File: src/rtl/spi_irq_pkg.sv
package spi_irq_pkg;
  localparam int REG_W = 32;

  // register byte offsets
  localparam logic [7:0] OFS_REV   = 8'h00;
  localparam logic [7:0] OFS_CFG   = 8'h10;
  localparam logic [7:0] OFS_SYSST = 8'h14;
  localparam logic [7:0] OFS_STS   = 8'h18;
  localparam logic [7:0] OFS_EN    = 8'h1C;
  localparam logic [7:0] OFS_WAKE  = 8'h20;
  localparam logic [7:0] OFS_TEST  = 8'h24;
  localparam logic [7:0] OFS_MODE  = 8'h28;

  // storage masks and constant values
  localparam logic [REG_W-1:0] IRQ_MASK  = 32'h0001_777F;
  localparam logic [REG_W-1:0] CFG_MASK  = 32'h0000_031D;
  localparam logic [REG_W-1:0] TEST_MASK = 32'h0000_0FFF;
  localparam logic [REG_W-1:0] MODE_MASK = 32'h0000_000F;
  localparam logic [REG_W-1:0] WAKE_MASK = 32'h0000_0001;
  localparam logic [REG_W-1:0] REV_VAL   = 32'h0000_0091;
  localparam logic [REG_W-1:0] SYSST_VAL = 32'h0000_0001;
  localparam logic [REG_W-1:0] MODE_RST  = 32'h0000_0004;

  // control bit positions
  localparam int MODE_TEST_BIT  = 3;
  localparam int TEST_FORCE_BIT = 11;
  localparam int CFG_SRST_BIT   = 1;

  // per-channel status lane layout
  localparam int LANE_STRIDE = 4;
  localparam int TX_LANE_OFS = 0;
  localparam int RX_LANE_OFS = 2;
endpackage

File: src/rtl/spi_irq_evt_map.sv
module spi_irq_evt_map
  import spi_irq_pkg::*;
#(
  parameter int NUM_CH = 4
) (
  input  logic [NUM_CH-1:0] tx_evt_i,
  input  logic [NUM_CH-1:0] rx_evt_i,
  output logic [REG_W-1:0]  set_vec_o
);
  localparam int TOP_BIT = LANE_STRIDE * (NUM_CH - 1) + RX_LANE_OFS;

  initial begin
    if (TOP_BIT >= REG_W) $error("NUM_CH too large for status width");
  end

  logic [NUM_CH-1:0][REG_W-1:0] lane_vec;

  for (genvar ch = 0; ch < NUM_CH; ch++) begin : g_lane
    always_comb begin
      lane_vec[ch] = '0;
      lane_vec[ch][LANE_STRIDE*ch + TX_LANE_OFS] = tx_evt_i[ch];
      lane_vec[ch][LANE_STRIDE*ch + RX_LANE_OFS] = rx_evt_i[ch];
    end
  end

  always_comb begin
    set_vec_o = '0;
    for (int ch = 0; ch < NUM_CH; ch++) set_vec_o = set_vec_o | lane_vec[ch];
  end
endmodule

File: src/rtl/spi_irq_ctrl.sv
module spi_irq_ctrl
  import spi_irq_pkg::*;
#(
  parameter int ADDR_W = 8
) (
  input  logic              clk,
  input  logic              rst,
  input  logic              soft_rst_i,
  input  logic              wr_i,
  input  logic [ADDR_W-1:0] addr_i,
  input  logic [REG_W-1:0]  wdata_i,
  output logic [REG_W-1:0]  cfg_q,
  output logic [REG_W-1:0]  en_q,
  output logic [REG_W-1:0]  wake_q,
  output logic [REG_W-1:0]  test_q,
  output logic [REG_W-1:0]  mode_q,
  output logic              sreset_o,
  output logic              force_o,
  output logic              lock_o,
  output logic [REG_W-1:0]  clr_vec_o
);
  logic hit_cfg, hit_sts, hit_en, hit_wake, hit_test, hit_mode;

  assign hit_cfg  = wr_i && (addr_i == ADDR_W'(OFS_CFG));
  assign hit_sts  = wr_i && (addr_i == ADDR_W'(OFS_STS));
  assign hit_en   = wr_i && (addr_i == ADDR_W'(OFS_EN));
  assign hit_wake = wr_i && (addr_i == ADDR_W'(OFS_WAKE));
  assign hit_test = wr_i && (addr_i == ADDR_W'(OFS_TEST));
  assign hit_mode = wr_i && (addr_i == ADDR_W'(OFS_MODE));

  assign sreset_o  = soft_rst_i || (hit_cfg && wdata_i[CFG_SRST_BIT]);
  assign lock_o    = mode_q[MODE_TEST_BIT] && test_q[TEST_FORCE_BIT];
  assign force_o   = (hit_test && wdata_i[TEST_FORCE_BIT] && mode_q[MODE_TEST_BIT]) ||
                     (hit_mode && wdata_i[MODE_TEST_BIT] && test_q[TEST_FORCE_BIT]);
  assign clr_vec_o = (hit_sts && !lock_o) ? wdata_i : '0;

  always_ff @(posedge clk) begin
    if (rst) begin
      cfg_q  <= '0;
      en_q   <= '0;
      wake_q <= '0;
      test_q <= '0;
      mode_q <= MODE_RST;
    end else begin
      if (sreset_o) begin
        cfg_q  <= '0;
        en_q   <= '0;
        wake_q <= '0;
        test_q <= '0;
        mode_q <= MODE_RST;
      end else begin
        if (hit_en)   en_q   <= wdata_i & IRQ_MASK;
        if (hit_wake) wake_q <= wdata_i & WAKE_MASK;
        if (hit_test) test_q <= wdata_i & TEST_MASK;
        if (hit_mode) mode_q <= wdata_i & MODE_MASK;
      end
      if (hit_cfg) cfg_q <= wdata_i & CFG_MASK;
    end
  end
endmodule

File: src/rtl/spi_irq_status.sv
module spi_irq_status
  import spi_irq_pkg::*;
(
  input  logic             clk,
  input  logic             rst,
  input  logic             sreset_i,
  input  logic             force_i,
  input  logic [REG_W-1:0] set_vec_i,
  input  logic [REG_W-1:0] clr_vec_i,
  output logic [REG_W-1:0] sts_q
);
  logic [REG_W-1:0] force_vec;
  logic [REG_W-1:0] sts_d;

  assign force_vec = force_i ? IRQ_MASK : '0;

  always_comb begin
    if (sreset_i) sts_d = '0;
    else          sts_d = ((sts_q & ~clr_vec_i) | set_vec_i | force_vec) & IRQ_MASK;
  end

  always_ff @(posedge clk) begin
    if (rst) sts_q <= '0;
    else     sts_q <= sts_d;
  end
endmodule

File: src/rtl/spi_irq_rdmux.sv
module spi_irq_rdmux
  import spi_irq_pkg::*;
#(
  parameter int ADDR_W = 8
) (
  input  logic              clk,
  input  logic              rst,
  input  logic              rd_i,
  input  logic [ADDR_W-1:0] addr_i,
  input  logic [REG_W-1:0]  cfg_i,
  input  logic [REG_W-1:0]  sts_i,
  input  logic [REG_W-1:0]  en_i,
  input  logic [REG_W-1:0]  wake_i,
  input  logic [REG_W-1:0]  test_i,
  input  logic [REG_W-1:0]  mode_i,
  output logic [REG_W-1:0]  rdata_q
);
  logic [REG_W-1:0] rd_sel;

  always_comb begin
    rd_sel = '0;
    if      (addr_i == ADDR_W'(OFS_REV))   rd_sel = REV_VAL;
    else if (addr_i == ADDR_W'(OFS_CFG))   rd_sel = cfg_i;
    else if (addr_i == ADDR_W'(OFS_SYSST)) rd_sel = SYSST_VAL;
    else if (addr_i == ADDR_W'(OFS_STS))   rd_sel = sts_i;
    else if (addr_i == ADDR_W'(OFS_EN))    rd_sel = en_i;
    else if (addr_i == ADDR_W'(OFS_WAKE))  rd_sel = wake_i;
    else if (addr_i == ADDR_W'(OFS_TEST))  rd_sel = test_i;
    else if (addr_i == ADDR_W'(OFS_MODE))  rd_sel = mode_i;
  end

  always_ff @(posedge clk) begin
    if (rst)       rdata_q <= '0;
    else if (rd_i) rdata_q <= rd_sel;
  end
endmodule

File: src/rtl/spi_irq_unit.sv
module spi_irq_unit
  import spi_irq_pkg::*;
#(
  parameter int NUM_CH = 4,
  parameter int ADDR_W = 8
) (
  input  logic              clk,
  input  logic              rst,
  input  logic              soft_rst_i,
  input  logic              reg_wr_i,
  input  logic              reg_rd_i,
  input  logic [ADDR_W-1:0] reg_addr_i,
  input  logic [31:0]       reg_wdata_i,
  output logic [31:0]       reg_rdata_o,
  input  logic [NUM_CH-1:0] tx_empty_evt_i,
  input  logic [NUM_CH-1:0] rx_full_evt_i,
  output logic              irq_o
);
  logic [REG_W-1:0] set_vec, clr_vec, sts_q;
  logic [REG_W-1:0] cfg_q, en_q, wake_q, test_q, mode_q;
  logic             sreset, force_all, lock;
  logic             irq_q;

  spi_irq_evt_map #(.NUM_CH(NUM_CH)) u_map (
    .tx_evt_i  (tx_empty_evt_i),
    .rx_evt_i  (rx_full_evt_i),
    .set_vec_o (set_vec)
  );

  spi_irq_ctrl #(.ADDR_W(ADDR_W)) u_ctrl (
    .clk        (clk),
    .rst        (rst),
    .soft_rst_i (soft_rst_i),
    .wr_i       (reg_wr_i),
    .addr_i     (reg_addr_i),
    .wdata_i    (reg_wdata_i),
    .cfg_q      (cfg_q),
    .en_q       (en_q),
    .wake_q     (wake_q),
    .test_q     (test_q),
    .mode_q     (mode_q),
    .sreset_o   (sreset),
    .force_o    (force_all),
    .lock_o     (lock),
    .clr_vec_o  (clr_vec)
  );

  spi_irq_status u_sts (
    .clk       (clk),
    .rst       (rst),
    .sreset_i  (sreset),
    .force_i   (force_all),
    .set_vec_i (set_vec),
    .clr_vec_i (clr_vec),
    .sts_q     (sts_q)
  );

  spi_irq_rdmux #(.ADDR_W(ADDR_W)) u_rd (
    .clk     (clk),
    .rst     (rst),
    .rd_i    (reg_rd_i),
    .addr_i  (reg_addr_i),
    .cfg_i   (cfg_q),
    .sts_i   (sts_q),
    .en_i    (en_q),
    .wake_i  (wake_q),
    .test_i  (test_q),
    .mode_i  (mode_q),
    .rdata_q (reg_rdata_o)
  );

  always_ff @(posedge clk) begin
    if (rst) irq_q <= 1'b0;
    else     irq_q <= |(sts_q & en_q);
  end

  assign irq_o = irq_q;
endmodule

File: config.mk
export PLATFORM = sky130hd
export DESIGN_NAME = spi_irq_unit
export DESIGN_NICKNAME = d
export VERILOG_FILES = /design/src/rtl/spi_irq_pkg.sv /design/src/rtl/spi_irq_evt_map.sv /design/src/rtl/spi_irq_ctrl.sv /design/src/rtl/spi_irq_status.sv /design/src/rtl/spi_irq_rdmux.sv /design/src/rtl/spi_irq_unit.sv
export SDC_FILE = /design/constraint.sdc
export NUM_CORES = 1
export LEC_CHECK = 0
export ABC_AREA = 1
export BUFFER_PORTS_ARGS = -buffer_cell sky130_fd_sc_hd__buf_2
export CAP_MARGIN = 20
export CORE_AREA = 8 8 129 131
export DETAILED_ROUTE_END_ITERATION = 8
export DIE_AREA = 0 0 137 139
export GPL_ROUTABILITY_DRIVEN = 1
export HOLD_SLACK_MARGIN = 0.02
export PLACE_DENSITY = 0.78
export SLEW_MARGIN = 30
export SYNTH_ARGS = -nofsm -noshare
export SYNTH_HDL_FRONTEND = slang
export SYNTH_HIERARCHICAL = 1
export SYNTH_SLANG_ARGS = --single-unit
File: constraint.sdc
create_clock -name clk -period 3.5 [get_ports clk]
set_input_delay 0.175 -clock clk [delete_from_list [all_inputs] [get_ports clk]]
set_output_delay 0.175 -clock clk [all_outputs]
set_load 0.05 [all_outputs]
## Word level (Yosys, flattened, before mapping)

Cells that the tools add are included.

- Flip-flop bits (word level): 84
- Logic and storage cells: 55
- Input port bits: 53

- Reductions and logical operators: 20
- Equal/unequal tests: 7
- Bitwise operators: 8
- Mux-type cells: 12

Operators with widths:

| kind | number |
|---|---|
| two-way mux 32 bit | 7 |
| bitwise AND 17 bit | 2 |
| two-way mux 17 bit | 2 |
| bitwise OR 17 bit | 2 |
| equality test 8 x 5 -> 1 bit, second input constant | 4 |
| OR reduction 32 bit | 1 |
| equality test 8 x 6 -> 1 bit, second input constant | 3 |
| two-way mux 10 bit | 2 |
| NOT 17 bit | 1 |
| bitwise OR 17 x 15 -> 17 bit | 1 |
| logical AND 1 bit | 13 |
| bitwise OR 7 x 11 -> 11 bit | 1 |
| logical NOT 8 bit | 1 |
| bitwise OR 3 x 7 -> 7 bit | 1 |
| two-way mux 4 bit | 1 |
| logical OR 1 bit | 2 |
| nonzero test 2 bit | 1 |
| OR reduction 2 bit | 1 |
| logical NOT 1 bit | 1 |

## Longest topological paths before layout

Gate-level depths: netlist of the first run.

- Depth after elaboration: 9
- Depth in mapped cells: 11
- Gate-level depth less buffers: 10

## Cells and area by module

Netlist of the first run, hierarchy kept.

By module, submodules not included:

| module | area each (um^2) | instances | sequential area each (um^2) | cells an instance |
|---|---|---|---|---|
| spi_irq_ctrl | 2996.6 | 1 | 740.7 | 459 |
| spi_irq_rdmux | 2992.9 | 1 | 640.6 | 521 |
| spi_irq_status | 674.4 | 1 | 280.3 | 94 |
| spi_irq_unit | 257.7 | 1 | 20.0 | 64 |
| spi_irq_evt_map | 244.0 | 1 | 0.0 | 33 |

## Least setup slack after synthesis of the first run

OpenSTA, ideal clock, no wires.

- Path type: input-to-reg
- From: in reg_addr_i[6]
- To: reg u_sts.sts_q[0]
- Data arrival time: 1355 ps
- Stages: 8
- Path buffers: 1
- Data required time: 3430 ps
- Setup slack: 2075 ps
- Cell sequence: inv_1 -> nand2_2 -> nor2_2 -> nand3_1 -> o21ai_0 -> buf_6 -> nor2_1 -> a21oi_1

- Elaborated cells between the ends (all ways): 23

RTL lines:

| what | RTL line | text |
|---|---|---|
| start: declaration | spi_irq_unit.sv:12 | `input logic [ADDR_W-1:0] reg_addr_i,` |
| equality test 8 x 6 -> 1 bit, on equally long branches | spi_irq_ctrl.sv:28, spi_irq_ctrl.sv:29 |  |
| logical AND 1 bit, on equally long branches | spi_irq_ctrl.sv:28, spi_irq_ctrl.sv:29 |  |
| logical AND 1 bit, on equally long branches (2 in series) | spi_irq_ctrl.sv:33, spi_irq_ctrl.sv:34 |  |
| logical OR 1 bit (*) | spi_irq_ctrl.sv:33 | `assign force_o = (hit_test && wdata_i[TEST_FORCE_BIT] && mode_q[MODE_TEST_BIT]) \|\|` |
| via force_all | spi_irq_unit.sv:21 | `logic sreset, force_all, lock;` |
| two-way mux 17 bit (*) | spi_irq_status.sv:15 | `assign force_vec = force_i ? IRQ_MASK : '0;` |
| bitwise OR 17 bit (*) | spi_irq_status.sv:19 | `else sts_d = ((sts_q & ~clr_vec_i) \| set_vec_i \| force_vec) & IRQ_MASK;` |
| end signal: assignment | spi_irq_status.sv:24 | `else sts_q <= sts_d;` |
| end: declaration | spi_irq_status.sv:10 | `output logic [REG_W-1:0] sts_q` |

Mark *: on every way through the listed nets, which the timed path passes. The rest lies on a longest branch.
A chain may end at the register's enable or synchronous reset.

## Worst setup path after layout of the first run

- From: in reg_addr_i[6]
- To: reg u_sts.sts_q[4]

The elaborated chain is that of the path after synthesis.

==> impl_metrics.ini, run 1 <==
[routing]
ant_nets = 0
drc = 0
wl_um = 16200
dr.pass1.iters = 5
vias_per_cell = 4.71
drt_iter0_drc = 540
dr_total_vias = 6267
wl_per_cell_um = 12.2

[yosys]
syn_area_per_cell_um2 = 6.18
netlist_area_mm2 = 0.00689
netlist_instances = 1116
yosys_warnings = 6

[placed_design]
portBuffers = 69
hpwlAfterDp_um = 11400
gp_congestion = 0.855
dp_slack_ps = 1480

[power_and_ir_drop]
pwr-share-comb = 0.103
total_power_uw = 2150
p_sw_uw = 630
p_seq_frac = 0.456
ir_worst_vdd_v = 0.000276
cell_internal_pwr_uw = 1520
sw_frac_of_total = 0.293
p_per_area_mw_per_mm2 = 314
leakagePower_uw = 0.00347
p_clk_frac = 0.442

[clock_network]
ctsLongestPathBuffers = 2
clock_latency_ps = 350
cts-root-buf = clkbuf_16
clock_sinks = 84
clk_pin_slew_ps = 70
cts_tree = done
htreeDepth = 3
post_cts_buffers = 0
numCtsBuffers = 9
cts-resized-gates = 0
cts_hold_buf = 0

[cells_and_area]
fin_nets = 1190
fillers = 1559
final_layout_size_suffix_gt1_frac = 0.118
n_antenna_cell = 0
syn_to_final_growth_pct = -0.617

[floorplanning]
initial_utilization = 0.467
dieHeight_um = 139
dieArea_mm2 = 0.0190
io_pins = 86
dieWidth_um = 137
row_count = 45
fp.coreArea_mm2 = 0.0148

[sta]
fin_ws_ps = 1790
finalCritPeriodShare = 0.487
worstMarginPinSlew_ps = 854
skew_ps = 6.64
setup_viol = 0
fmax_mhz = 586
relSlewSlack = 0.430
setup-tns-final_ps = 0
min_period_ps = 1710
hold_viol = 0
rsz0062_at_grt = false
report.final.slew_viol_count = 0
whs_ps = 77.6

[global_route]
antenna_found_initial = 0
overflow = 0
grt_pass1_wl_um = 26800
grt_max_degree = 53
grt_pass1_vias = 5455
grt_usage = 0.172

[run]
drv_cap = 0

[critical_path]
cp-end-kind = flop
critPathLaunchType = primary input
required_ps = 3770
cp_max_fo = 15
cp.arrival_ps = 1980
crit_type = primary input to flop

[outcome]
run_status = completed

[worst_hold_path]
hold_path.class = primary input to flop
power by group through the flow:
| stage | clock (µW) | combinational, µW | sequential (µW) |
|---|---|---|---|
| finish | 949 | 220 | 979 |
| global route | 1010 | 250 | 980 |
| CTS | 967 | 214 | 978 |
| detailed placement | 0 | 214 | 1000 |
| global placement | 0 | 212 | 1000 |
| floorplan | 0 | 269 | 1010 |
layout make-up:
cell class                      instances  area (µm²)  share of cell area
Inverter                               87         327              0.0477
Clock buffer                            9         225              0.0329
Sequential cell                        84        1680               0.246
Clock inverter                          7        62.6             0.00913
Tap cell                              188         235              0.0343
Timing Repair Buffer                   79         420              0.0614
Multi-Input combinational cell        876        3900               0.569
metrics by stage:
step           cell area, µm²   util  cells
3_3_place_gp             6560  0.445   1314
5_1_grt                  6850  0.464   1330
4_1_cts                  6850  0.464   1330
2_1_floorplan            7430      -   1260
6_report                 6850  0.464   1330
3_5_place_dp             6560  0.445   1314
critical path: stages:
cell     delay [ps]
buf_2           120
inv_1            60
nand2_2         100
nor2_2          550
nand2_1         200
nor2_1          160
nand2_1          80
o21ai_0          80
buf_4           230
nor2_1           80
a21oi_1         130
layout by cell type (no fill, tap or decap), drive strengths merged:
| cell | instances |
|---|---|
| o21bai | 28 |
| and3 | 1 |
| nand2 | 308 |
| clkinvlp | 1 |
| clkinv | 1 |
| dfxtp | 84 |
| o22ai | 2 |
| conb | 147 |
| a21oi | 55 |
| nor3 | 1 |
| and2 | 1 |
| nand3 | 193 |
| nand4 | 3 |
| inv | 92 |
| nor2 | 130 |
| clkbuf | 9 |
| nand3b | 1 |
| o21ai | 6 |
| buf | 79 |
registers in the layout, indices dropped and copies added, names as in the netlist:
name and count:
u_ctrl/mode_q 4, u_ctrl/cfg_q 6, u_rd/rdata_q 32, irq_o 1, u_ctrl/test_q 12, u_sts/sts_q 14, u_ctrl/wake_q 1, u_ctrl/en_q 14
final timing paths:
kind,cells after the start,to,slack [ps],startpoint
setup / recovery,11,u_sts/sts_q[4],1790,reg_addr_i[6]
hold / removal,3,u_sts/sts_q[8],80,tx_empty_evt_i[2]
setup reg to reg,6,u_sts/sts_q[3],2310,u_ctrl/test_q[11]
hold reg to reg,2,u_rd/rdata_q[17],460,u_rd/rdata_q[17]
per-layer routing:
layer	track usage	wire, µm	vias up
met5	0	0	-
li1	-	-	3255
met1	0.230	7440	2793
met4	0.0429	182	0
met2	0.271	7430	196
met3	0.0417	1180	23
Power figures use the tool's default switching activity.
==> run 2, diff against run 1 <==
ABC_AREA = 0   (was 1)
PLACE_DENSITY = 0.81   (was 0.78)
clock period = 1.46 ns   (was 3.5 ns; I/O delays follow)
==> run 2 against run 1 <==
  * The run now ends with negative setup slack left
  * Via count shrank 0.62%
  * Critical path depth shrank 4
  * Flip-flop and latch count is the same
  * Synthesized cell count shrank 25%
  * Clock skew grew 4.8 ps
  * Combinational power grew to 4.4 times the previous value
  * Highest routed layer unchanged
==> impl_metrics.ini, run 2 <==
[global_route]
grt_pass1_vias = 5994
grt_usage = 0.205
overflow = 0
grt_max_degree = 79
antenna_found_initial = 0
grt_pass1_wl_um = 31400

[critical_path]
startpoint = reg_addr_i[6]
required_ps = 1690
cp_max_fo = 7
rr_startpoint = u_ctrl/test_q[11]
crit_type = primary input to flop
critPathLaunchType = primary input
cp-end-kind = flop
cp.arrival_ps = 1760

[floorplanning]
row_count = 45
initial_utilization = 0.466
dieArea_mm2 = 0.0190
dieWidth_um = 137
dieHeight_um = 139
fp.coreArea_mm2 = 0.0148
io_pins = 86

[routing]
vias_per_cell = 5.68
maxUsedRoutingLayer = met4
dr_wl_met3_um = 1710
drc = 0
wl_um = 19800
wl_met1_um = 8520
met2_length_um = 9110
drt_iter0_drc = 674
dr.pass1.iters = 5
dr_total_vias = 6228
ant_nets = 0
wl_per_cell_um = 18.1

[sta]
finalCritPeriodShare = 1.04
fin_ws_ps = -62.9
hold_viol = 0
report.final.slew_viol_count = 0
setup_viol = 13
relSlewSlack = 0.550
setup-tns-final_ps = -437
min_period_ps = 1520
fmax_mhz = 657
rsz0062_at_grt = true
skew_ps = 11.4
worstMarginPinSlew_ps = 675

[cells_and_area]
final_common_cell = conb_1
n_antenna_cell = 0
largest_register_ffs = 32
largestRegisters = u_rd/rdata_q: 32 flops, u_ctrl/en_q: 14 flops, u_sts/sts_q: 14 flops
final_layout_size_suffix_gt1_frac = 0.262
fin_nets = 957
syn_to_final_growth_pct = 13.3
utilization = 0.529
fillers = 1341
mostFrequentLayoutCells = conb_1, dfxtp_1, buf_2
largest_register = u_rd/rdata_q
final_cells = 1097

[power_and_ir_drop]
p_sw_uw = 1650
cell_internal_pwr_uw = 3880
sw_frac_of_total = 0.299
p_clk_frac = 0.402
p_per_area_mw_per_mm2 = 709
leakagePower_uw = 0.00299
total_power_uw = 5530
ir_worst_vdd_v = 0.000508
pwr-share-comb = 0.174
p_seq_frac = 0.425

[clock_network]
ctsLongestPathBuffers = 2
cts-root-buf = clkbuf_16
numCtsBuffers = 9
htreeDepth = 3
clock_latency_ps = 350
clk_pin_slew_ps = 60
clock_sinks = 84
cts_tree = done

[placed_design]
hpwlAfterDp_um = 13900
dp_cells = 1064
gp_congestion = 0.924
dp_slack_ps = -324
portBuffers = 69

[run]
drv_cap = 0

[yosys]
syn_area_per_cell_um2 = 8.25
netlist_instances = 834
yosys_warnings = 6
netlist_area_mm2 = 0.00688

[outcome]
run_status = complete, but fails checks
violations = negative setup slack

[worst_hold_path]
worstHoldStart = reg_wdata_i[13]
hold_path.class = primary input to flop
[run 2: layout make-up]
type                            count  area, µm²  share of cell area
Clock inverter                      7       58.8             0.00754
Inverter                            6       22.5             0.00289
Multi-Input combinational cell    653       4450               0.570
Sequential cell                    84       1680               0.216
Timing Repair Buffer              150       1120               0.144
Clock buffer                        9        225              0.0289
Tap cell                          188        235              0.0302
[run 2: stage by stage]
step / area, µm² / hold slack [ps]
floorplan: 7690 / 142
global placement: 7280 / 291
detailed placement: 7280 / 301
CTS: 7740 / 23.5
global route: 7800 / 47.0
finish: 7800 / 43.9
[run 2: critical path, stage by stage]
cell and delay, ps:
buf_6 100, or4b_4 590, nor4_4 360, buf_6 170, and2_4 130, nor2b_2 40, o31a_2 280
[run 2: what timing repair did]
action	4_1_cts	5_1_grt
hold buffers	15	0
cloned	1	0
setup endpoints to repair	9	35
pin swaps	4	1
endpoints found under the hold margin	16	0
resized for setup	8	9
setup buffers	0	1
[run 2: worst paths after layout]
kind	to	slack, ps	cells past startpoint
worst max-delay path	u_sts/sts_q[12]	-60	7
worst min-delay path	u_ctrl/en_q[13]	40	3
worst max register to register	u_sts/sts_q[12]	-60	6
worst min register to register	u_ctrl/test_q[2]	490	2
[run 2: power by group through the flow]
stage | Sequential [µW] | Clock [µW] | Combinational (µW)
global route | 2350 | 2360 | 1040
finish | 2350 | 2220 | 960
CTS | 2350 | 2260 | 912
detailed placement | 2400 | 0 | 876
floorplan | 2420 | 0 | 859
global placement | 2400 | 0 | 867
[run 2: per-layer routing]
layer | track usage | vias up
li1 | - | 2951
met1 | 0.278 | 2945
met2 | 0.306 | 296
met3 | 0.0453 | 36
met4 | 0.0858 | 0
met5 | 0 | -
